--- config.mk ---
export PLATFORM = sky130hd
export DESIGN_NAME = byte_tunnel_bridge
export DESIGN_NICKNAME = d
export VERILOG_FILES = /design/src/rtl/byte_tunnel_pkg.sv /design/src/rtl/byte_tunnel_ctrl.sv /design/src/rtl/byte_tunnel_dpath.sv /design/src/rtl/byte_tunnel_bridge.sv
export SDC_FILE = /design/constraint.sdc
export NUM_CORES = 1
export LEC_CHECK = 0
export CAP_MARGIN = 40
export CORE_ASPECT_RATIO = 0.6
export CORE_MARGIN = 2
export CORE_UTILIZATION = 51
export CTS_CLUSTER_SIZE = 8
export DETAILED_ROUTE_END_ITERATION = 7
export HOLD_SLACK_MARGIN = 0.06
export PLACE_DENSITY_LB_ADDON = 0.3
export SLEW_MARGIN = 20
export SYNTH_ARGS = -nofsm -noshare
export SYNTH_HDL_FRONTEND = slang
export SYNTH_SLANG_ARGS = --single-unit
export TNS_END_PERCENT = 20
--- constraint.sdc ---
create_clock -name clk -period 2.1 [get_ports clk]
set_input_delay 0.42 -clock clk [delete_from_list [all_inputs] [get_ports clk]]
set_output_delay 0.42 -clock clk [all_outputs]
set_load 0.01 [all_outputs]
--- src/rtl/byte_tunnel_pkg.sv ---
`timescale 1ns/1ps
package byte_tunnel_pkg;
  localparam int HostAw = 5;
  localparam int SlotW  = 3;

  localparam logic [SlotW-1:0] SlotId   = 3'd0;
  localparam logic [SlotW-1:0] SlotCtl  = 3'd1;
  localparam logic [SlotW-1:0] SlotLow  = 3'd2;
  localparam logic [SlotW-1:0] SlotUpp  = 3'd3;
  localparam logic [SlotW-1:0] SlotIen  = 3'd4;
  localparam logic [SlotW-1:0] SlotFlag = 3'd5;

  localparam int BusyBit = 31;
  localparam int SizeBit = 25;
  localparam int DirBit  = 24;
  localparam int UbenLo  = 20;
  localparam int LbenLo  = 16;
  localparam int NumSrc  = 2;   // bit 1 subsystem, bit 0 bridge completion

  typedef struct packed {
    logic ctlWr;
    logic lowWr;
    logic uppWr;
    logic ienWr;
    logic flagWr;
    logic done;
    logic doneRead;
  } strobe_t;
endpackage

--- src/rtl/byte_tunnel_ctrl.sv ---
`timescale 1ns/1ps
module byte_tunnel_ctrl import byte_tunnel_pkg::*; #(
  parameter int Latency = 4
) (
  input  logic             clk,
  input  logic             rstN,
  input  logic             hostWe,
  input  logic [SlotW-1:0] hostSlot,
  input  logic             hostAligned,
  input  logic             wrDir,
  input  logic             wrBen0,
  input  logic             ctlDir,
  input  logic             ctlBen0,
  output strobe_t          stb,
  output logic             busy,
  output logic             regWe,
  output logic             regRe
);
  localparam int CntW = $clog2(Latency + 1);

  logic [CntW-1:0] left;
  logic            pendRead;
  logic            hit;
  logic            finish;
  logic            launchRd;
  logic            launchWr;

  assign hit = hostWe && hostAligned;

  always_comb begin
    stb          = '0;
    stb.ctlWr    = hit && (hostSlot == SlotCtl) && !busy;
    stb.lowWr    = hit && (hostSlot == SlotLow) && !busy;
    stb.uppWr    = hit && (hostSlot == SlotUpp);
    stb.ienWr    = hit && (hostSlot == SlotIen);
    stb.flagWr   = hit && (hostSlot == SlotFlag);
    finish       = busy && (left == CntW'(1));
    stb.done     = finish;
    stb.doneRead = finish && pendRead;
  end

  assign launchRd = stb.ctlWr && wrDir && wrBen0;
  assign launchWr = stb.lowWr && !ctlDir && ctlBen0;

  always_ff @(posedge clk or negedge rstN) begin
    if (!rstN) begin
      busy     <= 1'b0;
      left     <= '0;
      pendRead <= 1'b0;
    end else if (launchRd || launchWr) begin
      busy     <= 1'b1;
      left     <= CntW'(Latency);
      pendRead <= launchRd;
    end else if (finish) begin
      busy     <= 1'b0;
      left     <= '0;
    end else if (busy) begin
      left     <= left - CntW'(1);
    end
  end

  assign regWe = finish && !pendRead;
  assign regRe = stb.doneRead;
endmodule

--- src/rtl/byte_tunnel_dpath.sv ---
`timescale 1ns/1ps
module byte_tunnel_dpath import byte_tunnel_pkg::*; #(
  parameter int          RegAw   = 8,
  parameter int          RegDw   = 8,
  parameter logic [31:0] IdValue = 32'h4E1B_0001
) (
  input  logic              clk,
  input  logic              rstN,
  input  strobe_t           stb,
  input  logic [SlotW-1:0]  hostSlot,
  input  logic              hostAligned,
  input  logic [31:0]       hostWdata,
  input  logic              busy,
  input  logic [RegDw-1:0]  regRdata,
  input  logic              subIrq,
  output logic [31:0]       hostRdata,
  output logic [RegAw-1:0]  regAddr,
  output logic [RegDw-1:0]  regWdata,
  output logic              ctlDir,
  output logic              ctlBen0,
  output logic [31:0]       ctlWord,
  output logic [NumSrc-1:0] flagQ,
  output logic              irq
);
  logic             ctlSize;
  logic [3:0]       ctlUben;
  logic [3:0]       ctlLben;
  logic [RegAw-1:0] ctlAddr;
  logic [31:0]      lowData;
  logic [31:0]      uppData;
  logic [NumSrc-1:0] ienQ;
  logic [NumSrc-1:0] srcHit;

  always_ff @(posedge clk or negedge rstN) begin
    if (!rstN) begin
      ctlSize <= 1'b0;
      ctlDir  <= 1'b0;
      ctlUben <= '0;
      ctlLben <= '0;
      ctlAddr <= '0;
    end else if (stb.ctlWr) begin
      ctlSize <= hostWdata[SizeBit];
      ctlDir  <= hostWdata[DirBit];
      ctlUben <= hostWdata[UbenLo +: 4];
      ctlLben <= hostWdata[LbenLo +: 4];
      ctlAddr <= hostWdata[RegAw-1:0];
    end
  end

  always_ff @(posedge clk or negedge rstN) begin
    if (!rstN) begin
      lowData <= '0;
      uppData <= '0;
      ienQ    <= '0;
    end else begin
      if (stb.lowWr)         lowData <= hostWdata;
      else if (stb.doneRead) lowData <= {{(32-RegDw){1'b0}}, regRdata};
      if (stb.uppWr)         uppData <= hostWdata;
      if (stb.ienWr)         ienQ    <= hostWdata[NumSrc-1:0];
    end
  end

  // Each source sets its flag; a host write of 1 clears it unless a set arrives too.
  assign srcHit = {subIrq, stb.done};

  always_ff @(posedge clk or negedge rstN) begin
    if (!rstN) begin
      flagQ <= '0;
    end else begin
      for (int i = 0; i < NumSrc; i++) begin
        if (srcHit[i])                         flagQ[i] <= 1'b1;
        else if (stb.flagWr && hostWdata[i])   flagQ[i] <= 1'b0;
      end
    end
  end

  assign irq      = |(flagQ & ienQ);
  assign ctlBen0  = ctlLben[0];
  assign regAddr  = ctlAddr;
  assign regWdata = lowData[RegDw-1:0];
  assign ctlWord  = {6'b0, ctlSize, ctlDir, ctlUben, ctlLben, 8'b0, 8'(ctlAddr)};

  always_comb begin
    hostRdata = '0;
    if (hostAligned) begin
      case (hostSlot)
        SlotId:   hostRdata = IdValue;
        SlotCtl:  hostRdata = {busy, ctlWord[BusyBit-1:0]};
        SlotLow:  hostRdata = lowData;
        SlotUpp:  hostRdata = uppData;
        SlotIen:  hostRdata = {{(32-NumSrc){1'b0}}, ienQ};
        SlotFlag: hostRdata = {{(32-NumSrc){1'b0}}, flagQ};
        default:  hostRdata = '0;
      endcase
    end
  end
endmodule

--- src/rtl/byte_tunnel_bridge.sv ---
`timescale 1ns/1ps
module byte_tunnel_bridge import byte_tunnel_pkg::*; #(
  parameter int          Latency = 4,
  parameter int          RegAw   = 8,
  parameter int          RegDw   = 8,
  parameter logic [31:0] IdValue = 32'h4E1B_0001
) (
  input  logic              clk,
  input  logic              rstN,
  input  logic              hostWe,
  input  logic [HostAw-1:0] hostAddr,
  input  logic [31:0]       hostWdata,
  output logic [31:0]       hostRdata,
  output logic [RegAw-1:0]  regAddr,
  output logic [RegDw-1:0]  regWdata,
  output logic              regWe,
  output logic              regRe,
  input  logic [RegDw-1:0]  regRdata,
  input  logic              subIrq,
  output logic              irq
);
  strobe_t           stb;
  logic [SlotW-1:0]  hostSlot;
  logic              hostAligned;
  logic              busy;
  logic              ctlDir;
  logic              ctlBen0;
  logic [31:0]       ctlWord;
  logic [NumSrc-1:0] flagQ;

  assign hostSlot    = hostAddr[HostAw-1:2];
  assign hostAligned = (hostAddr[1:0] == 2'b00);

  byte_tunnel_ctrl #(.Latency(Latency)) u_ctrl (
    .clk(clk), .rstN(rstN), .hostWe(hostWe), .hostSlot(hostSlot),
    .hostAligned(hostAligned), .wrDir(hostWdata[DirBit]),
    .wrBen0(hostWdata[LbenLo]), .ctlDir(ctlDir), .ctlBen0(ctlBen0),
    .stb(stb), .busy(busy), .regWe(regWe), .regRe(regRe)
  );

  byte_tunnel_dpath #(.RegAw(RegAw), .RegDw(RegDw), .IdValue(IdValue)) u_dpath (
    .clk(clk), .rstN(rstN), .stb(stb), .hostSlot(hostSlot),
    .hostAligned(hostAligned), .hostWdata(hostWdata), .busy(busy),
    .regRdata(regRdata), .subIrq(subIrq), .hostRdata(hostRdata),
    .regAddr(regAddr), .regWdata(regWdata), .ctlDir(ctlDir),
    .ctlBen0(ctlBen0), .ctlWord(ctlWord), .flagQ(flagQ), .irq(irq)
  );
endmodule

# After elaboration in Yosys (flattened, before gate mapping)
# Cells that the tools add are included.
# totals
ff_bits	91
in_bits	49
output_inout_bits	51
wordCells	63
# classes
add_sub_neg	1
eq_ne	6
n_mux	13
bitwise_logic	1
n_reduce_logical	29
# ops
cell	n
32-bit case mux with 6 select lines	1
32-bit two-way mux	3
1-bit logical AND	17
3-bit two-way mux	3
2-bit nonzero test	4
3-bit by 1-bit == test with 1-bit output, second input constant	2
3-bit by 2-bit == test with 1-bit output, second input constant	2
3-bit == test, second input constant	2
1-bit two-way mux	6
1-bit zero test	3
3-bit zero test	1
3-bit nonzero test	1
3-bit by 1-bit subtractor with 3-bit output, second input constant	1
2-bit bitwise AND	1
2-bit zero test	1
2-bit OR reduction	1
1-bit logical OR	1

# Longest topological paths before layout
# depth
ltp_word	8
ltp_mapped	7
mapped_depth_nobuf	5

# By module
# A second synthesis with hierarchy kept.
# unflattened
hier_cells	442
hier_area_um2	4912.2
# modules_own_cells
module	instances	cells_each	area_each_um2	seq_area_each_um2
byte_tunnel_dpath	1	399	4516.8	2152.1
byte_tunnel_ctrl	1	42	391.6	125.1
byte_tunnel_bridge	1	1	3.8	0.0

# Worst setup path after synthesis
# Ideal clock, no wire load.
# synth_path
path_kind	in2out
from	input port hostAddr[4]
to	output port hostRdata[16]
t_arrival_ns	1.521
required_time_ns	1.680
path_slack_ns	0.159
path_stages	4
path_buffers	2
path_cell_list	buf_1 -> or3_1 -> clkbuf_1 -> a211oi_1
# synth_via
elab_chain_len	3
word_cells_on_any_way	8
cone_classes	eq/ne: 5; mux: 2; reduce/logical: 1
# synth_rtl
element	line	rtl
start: declaration	byte_tunnel_bridge.sv:11	input logic [HostAw-1:0] hostAddr,
3-bit == test, or another cell as far along	byte_tunnel_dpath.sv:86	case (hostSlot)
32-bit case mux with 6 select lines (*)	byte_tunnel_dpath.sv:86	
32-bit two-way mux (*)	byte_tunnel_dpath.sv:85	if (hostAligned) begin
end: declaration	byte_tunnel_bridge.sv:13	output logic [31:0] hostRdata,
# Mark *: on every way between the ends. The rest lies on a longest branch, timed or not.

# Worst setup path after layout
# layout_path
from	input port hostAddr[0]
to	output port hostRdata[22]
# layout_via
elab_chain_len	2
# layout_rtl
element	line	rtl
2-bit zero test	byte_tunnel_bridge.sv:32	assign hostAligned = (hostAddr[1:0] == 2'b00);
32-bit two-way mux	byte_tunnel_dpath.sv:85	
# No other way between the ends.

==> metrics.md <==
| Metric | Value |
|---|---|
| Hold Worst Slack | 0.0437 ns |
| Worst Tran Pin Value | 0.509 ns |
| Largest family of logic cells by synthesized area | multiplexers |
| CTS tree | yes |
| Critical-path top delay cell | or3_4 |
| Max incr delay on CP | 0.45 ns |
| Clock Sinks | 91 |
| Routed vias/inst | 5.67 |
| Fmax | 477 MHz |
| Maximum clock insertion buffer count | 2 |
| Critical path, cell by cell | dlygate4sd2_1 -> or3_4 -> buf_12 -> buf_4 -> nor2_1 -> buf_2 |
| Critical Path Sink | hostRdata[22] |
| Worst-Skew Late Latency | 0.34 ns |
| CP Data Required Time | 1.68 ns |
| Simple-Gate Fraction of Synth Area | 8.92% |
| Placed Cells | 586 |
| Tot GR Track Use | 26.1% |
| VDD IR-drop max | 643 uV |
| DR pass1 iterations | 4 |
| Area share of the leading cell type in the synthesized netlist | 50.7% |
| Post-synthesis mux area share | 20.9% |
| Status | finished, final reports clean |
| Xor-xnor portion of the synthesized cell area | 0% |
| PortBufs | 99 |
| CTS Root Cell | clkbuf_16 |
| Chip Width | 125 um |
| Number of global-route vias before repair | 3706 |
| H-Tree Level Count | 3 |
| Power per cell area | 892 nW/um2 |
| Crit path kind | in2out |
| Period utilization | 99.8% |
| Endpoints failing setup | 0 |
| Nets@finish | 544 |
| Hold Vio Cnt, Final | 0 |
| GRT overflow | 0 |
| Via Count | 3465 |
| Final Slew Violations | 0 |
| DR WL/cell | 19.6 um |
| RSZ-0062 raised after global routing | yes |
| CP Launch Point | hostAddr[0] |
| Placeable Area | 8520 um2 |
| Commonest non-fill, non-tap cell in the layout | dfrtp_1 |
| Crit path max fanout | 8 |
| Clock-pin slew of the registers on the worst-case setup and hold paths | 0.07 ns |
| Area after DPL | 5870 um2 |
| Average size of a mapped cell | 12.3 um2 |
| Yosys cell types | 41 |
| Row Count | 26 |
| Relative slew margins | 66.0% |
| DRC errors left | 0 |
| Hold Path Class | in2async |
| Worst R2R Path Depth | 9 |
| Synth area leader | dfrtp_1 |
| Synth Cell Area | 4490 um2 |
| Max-Cap Viols | 0 |
| CTS Buf Count | 9 |
| Post-route ant nets | 0 |
| Post-detail-place hpwl | 8.19 mm |
| Synth area leaders | dfrtp_1 (51%), mux2_2 (14%), a22o_1 (5.3%) |
| Adder-Cell Fraction of Synth Area | 0.557% |
| Leak Pwr | 3.01 nW |
| Tmin final | 2.10 ns |
| FF-to-FF End | u_dpath.lowData[12]$_DFFE_PN0P_ |
| Worst Skew | 0.00630 ns |
| Starting density of the core | 52.7% |
| Syn Nets | 415 |
| Total power | 5.65 mW |
| CP startpoint kind | input port |
| Synth Area in Compound Gates | 12.6% |
| Register area share after synthesis | 50.7% |
| R2R setup slack | 0.22 ns |
| Largest net degree at the start of global routing | 41 |
| Reg-to-reg startpoint | u_ctrl.left[1]$_DFFE_PN0P_ |
| Number of top-level pins | 100 |
| Initial DRC Count | 257 |
| #FFs+latches synth | 91 |
| Worst Setup End Kind | primary output |
| Crit path DAT | 1.68 ns |
| FILL cells | 562 |
| Fin util | 74.4% |
| Layout area overhead | 41.2% |
| Initial antenna violation count | 1 |
| Post-route cell area | 6340 um2 |
| DIE AREA | 9590 um2 |
| Ratio of cells with drive above 1 in the final layout | 38.6% |
| Syn. warnings | 0 |
| Die Ht | 76.7 um |
| Gpl congestion | 0.896 |
| Finished Layout Cells | 611 |
| First-pass GRT wire length | 19.6 mm |
| Routed Wire Length | 12.0 mm |
| Most frequent cells in the layout | dfrtp_1 (91), clkdlybuf4s50_1 (59), mux2_2 (54) |
| Post-Syn Instances | 364 |
| Hold buffer count at cts | 0 |
state kept, by name (all words and copies together), names as in the netlist:
| signal | flops |
|---|---|
| u_ctrl.busy | 1 |
| u_ctrl.left | 3 |
| u_ctrl.pendRead | 1 |
| u_dpath.ctlDir | 1 |
| u_dpath.ctlLben | 4 |
| u_dpath.ctlSize | 1 |
| u_dpath.ctlUben | 4 |
| u_dpath.flagQ | 2 |
| u_dpath.ienQ | 2 |
| u_dpath.lowData | 32 |
| u_dpath.regAddr | 8 |
| u_dpath.uppData | 32 |
cells in the mapped netlist, drive strengths merged:
| master | n |
|---|---|
| nor2b | 6 |
| o211ai | 1 |
| a2bb2oi | 1 |
| buf | 33 |
| mux2 | 65 |
| and4b | 1 |
| and4 | 2 |
| a22oi | 13 |
| and2 | 9 |
| or3 | 1 |
| nand3b | 3 |
| nand4 | 1 |
| nand2 | 8 |
| o311a | 1 |
| a211oi | 8 |
| nor3 | 1 |
| a22o | 27 |
| a221oi | 1 |
| ha | 2 |
| nand3 | 2 |
| a31oi | 2 |
| mux2i | 17 |
| a32o | 1 |
| nand2b | 3 |
| inv | 4 |
| a221o | 9 |
| dfrtp | 91 |
| a21oi | 4 |
| nor3b | 2 |
| and3 | 1 |
| nor2 | 34 |
| nor4b | 1 |
| clkbuf | 9 |
routing by layer:
metal	share of wire, %	up-vias	global-route usage, %
met5	0	-	0
met4	0.95	0	7.33
met3	7.1	14	6.56
met2	46	118	40.0
met1	46	1752	37.2
li1	-	1581	-
power by group:
group | internal (mW) | switching (mW)
Clock | 1.28 | 0.647
Combinational | 0.791 | 0.491
Sequential | 2.15 | 0.287
Total | 4.23 | 1.42
logic make-up after synthesis:
logic type / Yosys count
buffers and inverters: 46
flip-flops: 91
AND/OR/NAND/NOR: 75
adder cells (fa/ha/maj): 2
AO/OA/AOI/OAI: 68
multiplexers: 82
repair_timing:
item	4_1_cts	5_1_grt
pin swaps	7	2
resized for setup	129	21
endpoints found under the hold margin	0	0
cloned	2	0
setup endpoints to repair	34	51
setup buffers	4	2
how the worst min path moves through the flow:
stage               startpoint  slack [ns]  cells past startpoint                        endpoint
global route              rstN        0.08                      1  u_dpath.regAddr[6]$_DFFE_PN0N_
detailed placement        rstN        0.43                      1  u_dpath.uppData[6]$_DFFE_PN0P_
finish                    rstN        0.04                      1  u_dpath.uppData[6]$_DFFE_PN0P_
global placement          rstN        0.42                      1  u_dpath.regAddr[6]$_DFFE_PN0N_
CTS                       rstN        0.06                      1  u_dpath.regAddr[6]$_DFFE_PN0N_
floorplan                 rstN        0.12                      0         u_ctrl.busy$_DFFE_PN0P_
stage by stage:
step	setup slack [ns]	TNS [ns]
after floorplan	0.159	0
after CTS	-0.00742	-0.0131
after global routing	-0.0202	-0.0866
after global placement	-0.590	-30.20
final	0.00443	0
after detailed placement	-0.623	-31.94
area by class of cell:
| class | count | area, um2 | area share, % |
|---|---|---|---|
| diodes | 1 | 2.50 | 0.0395 |
| clock buffers | 11 | 233 | 3.67 |
| clock inverters | 5 | 125 | 1.97 |
| inverters | 4 | 15.0 | 0.237 |
| multi-input cells | 227 | 2050 | 32.4 |
| flip-flops and latches | 91 | 2280 | 35.9 |
| well taps | 112 | 140 | 2.21 |
| repair buffers | 160 | 1500 | 23.6 |
critical path: cells and delay by family:
family	cells	cell delay [ns]
buffers and inverters	4	0.70
AND/OR/NAND/NOR	2	0.55
No activity file was read; power rests on OpenSTA's default activity.
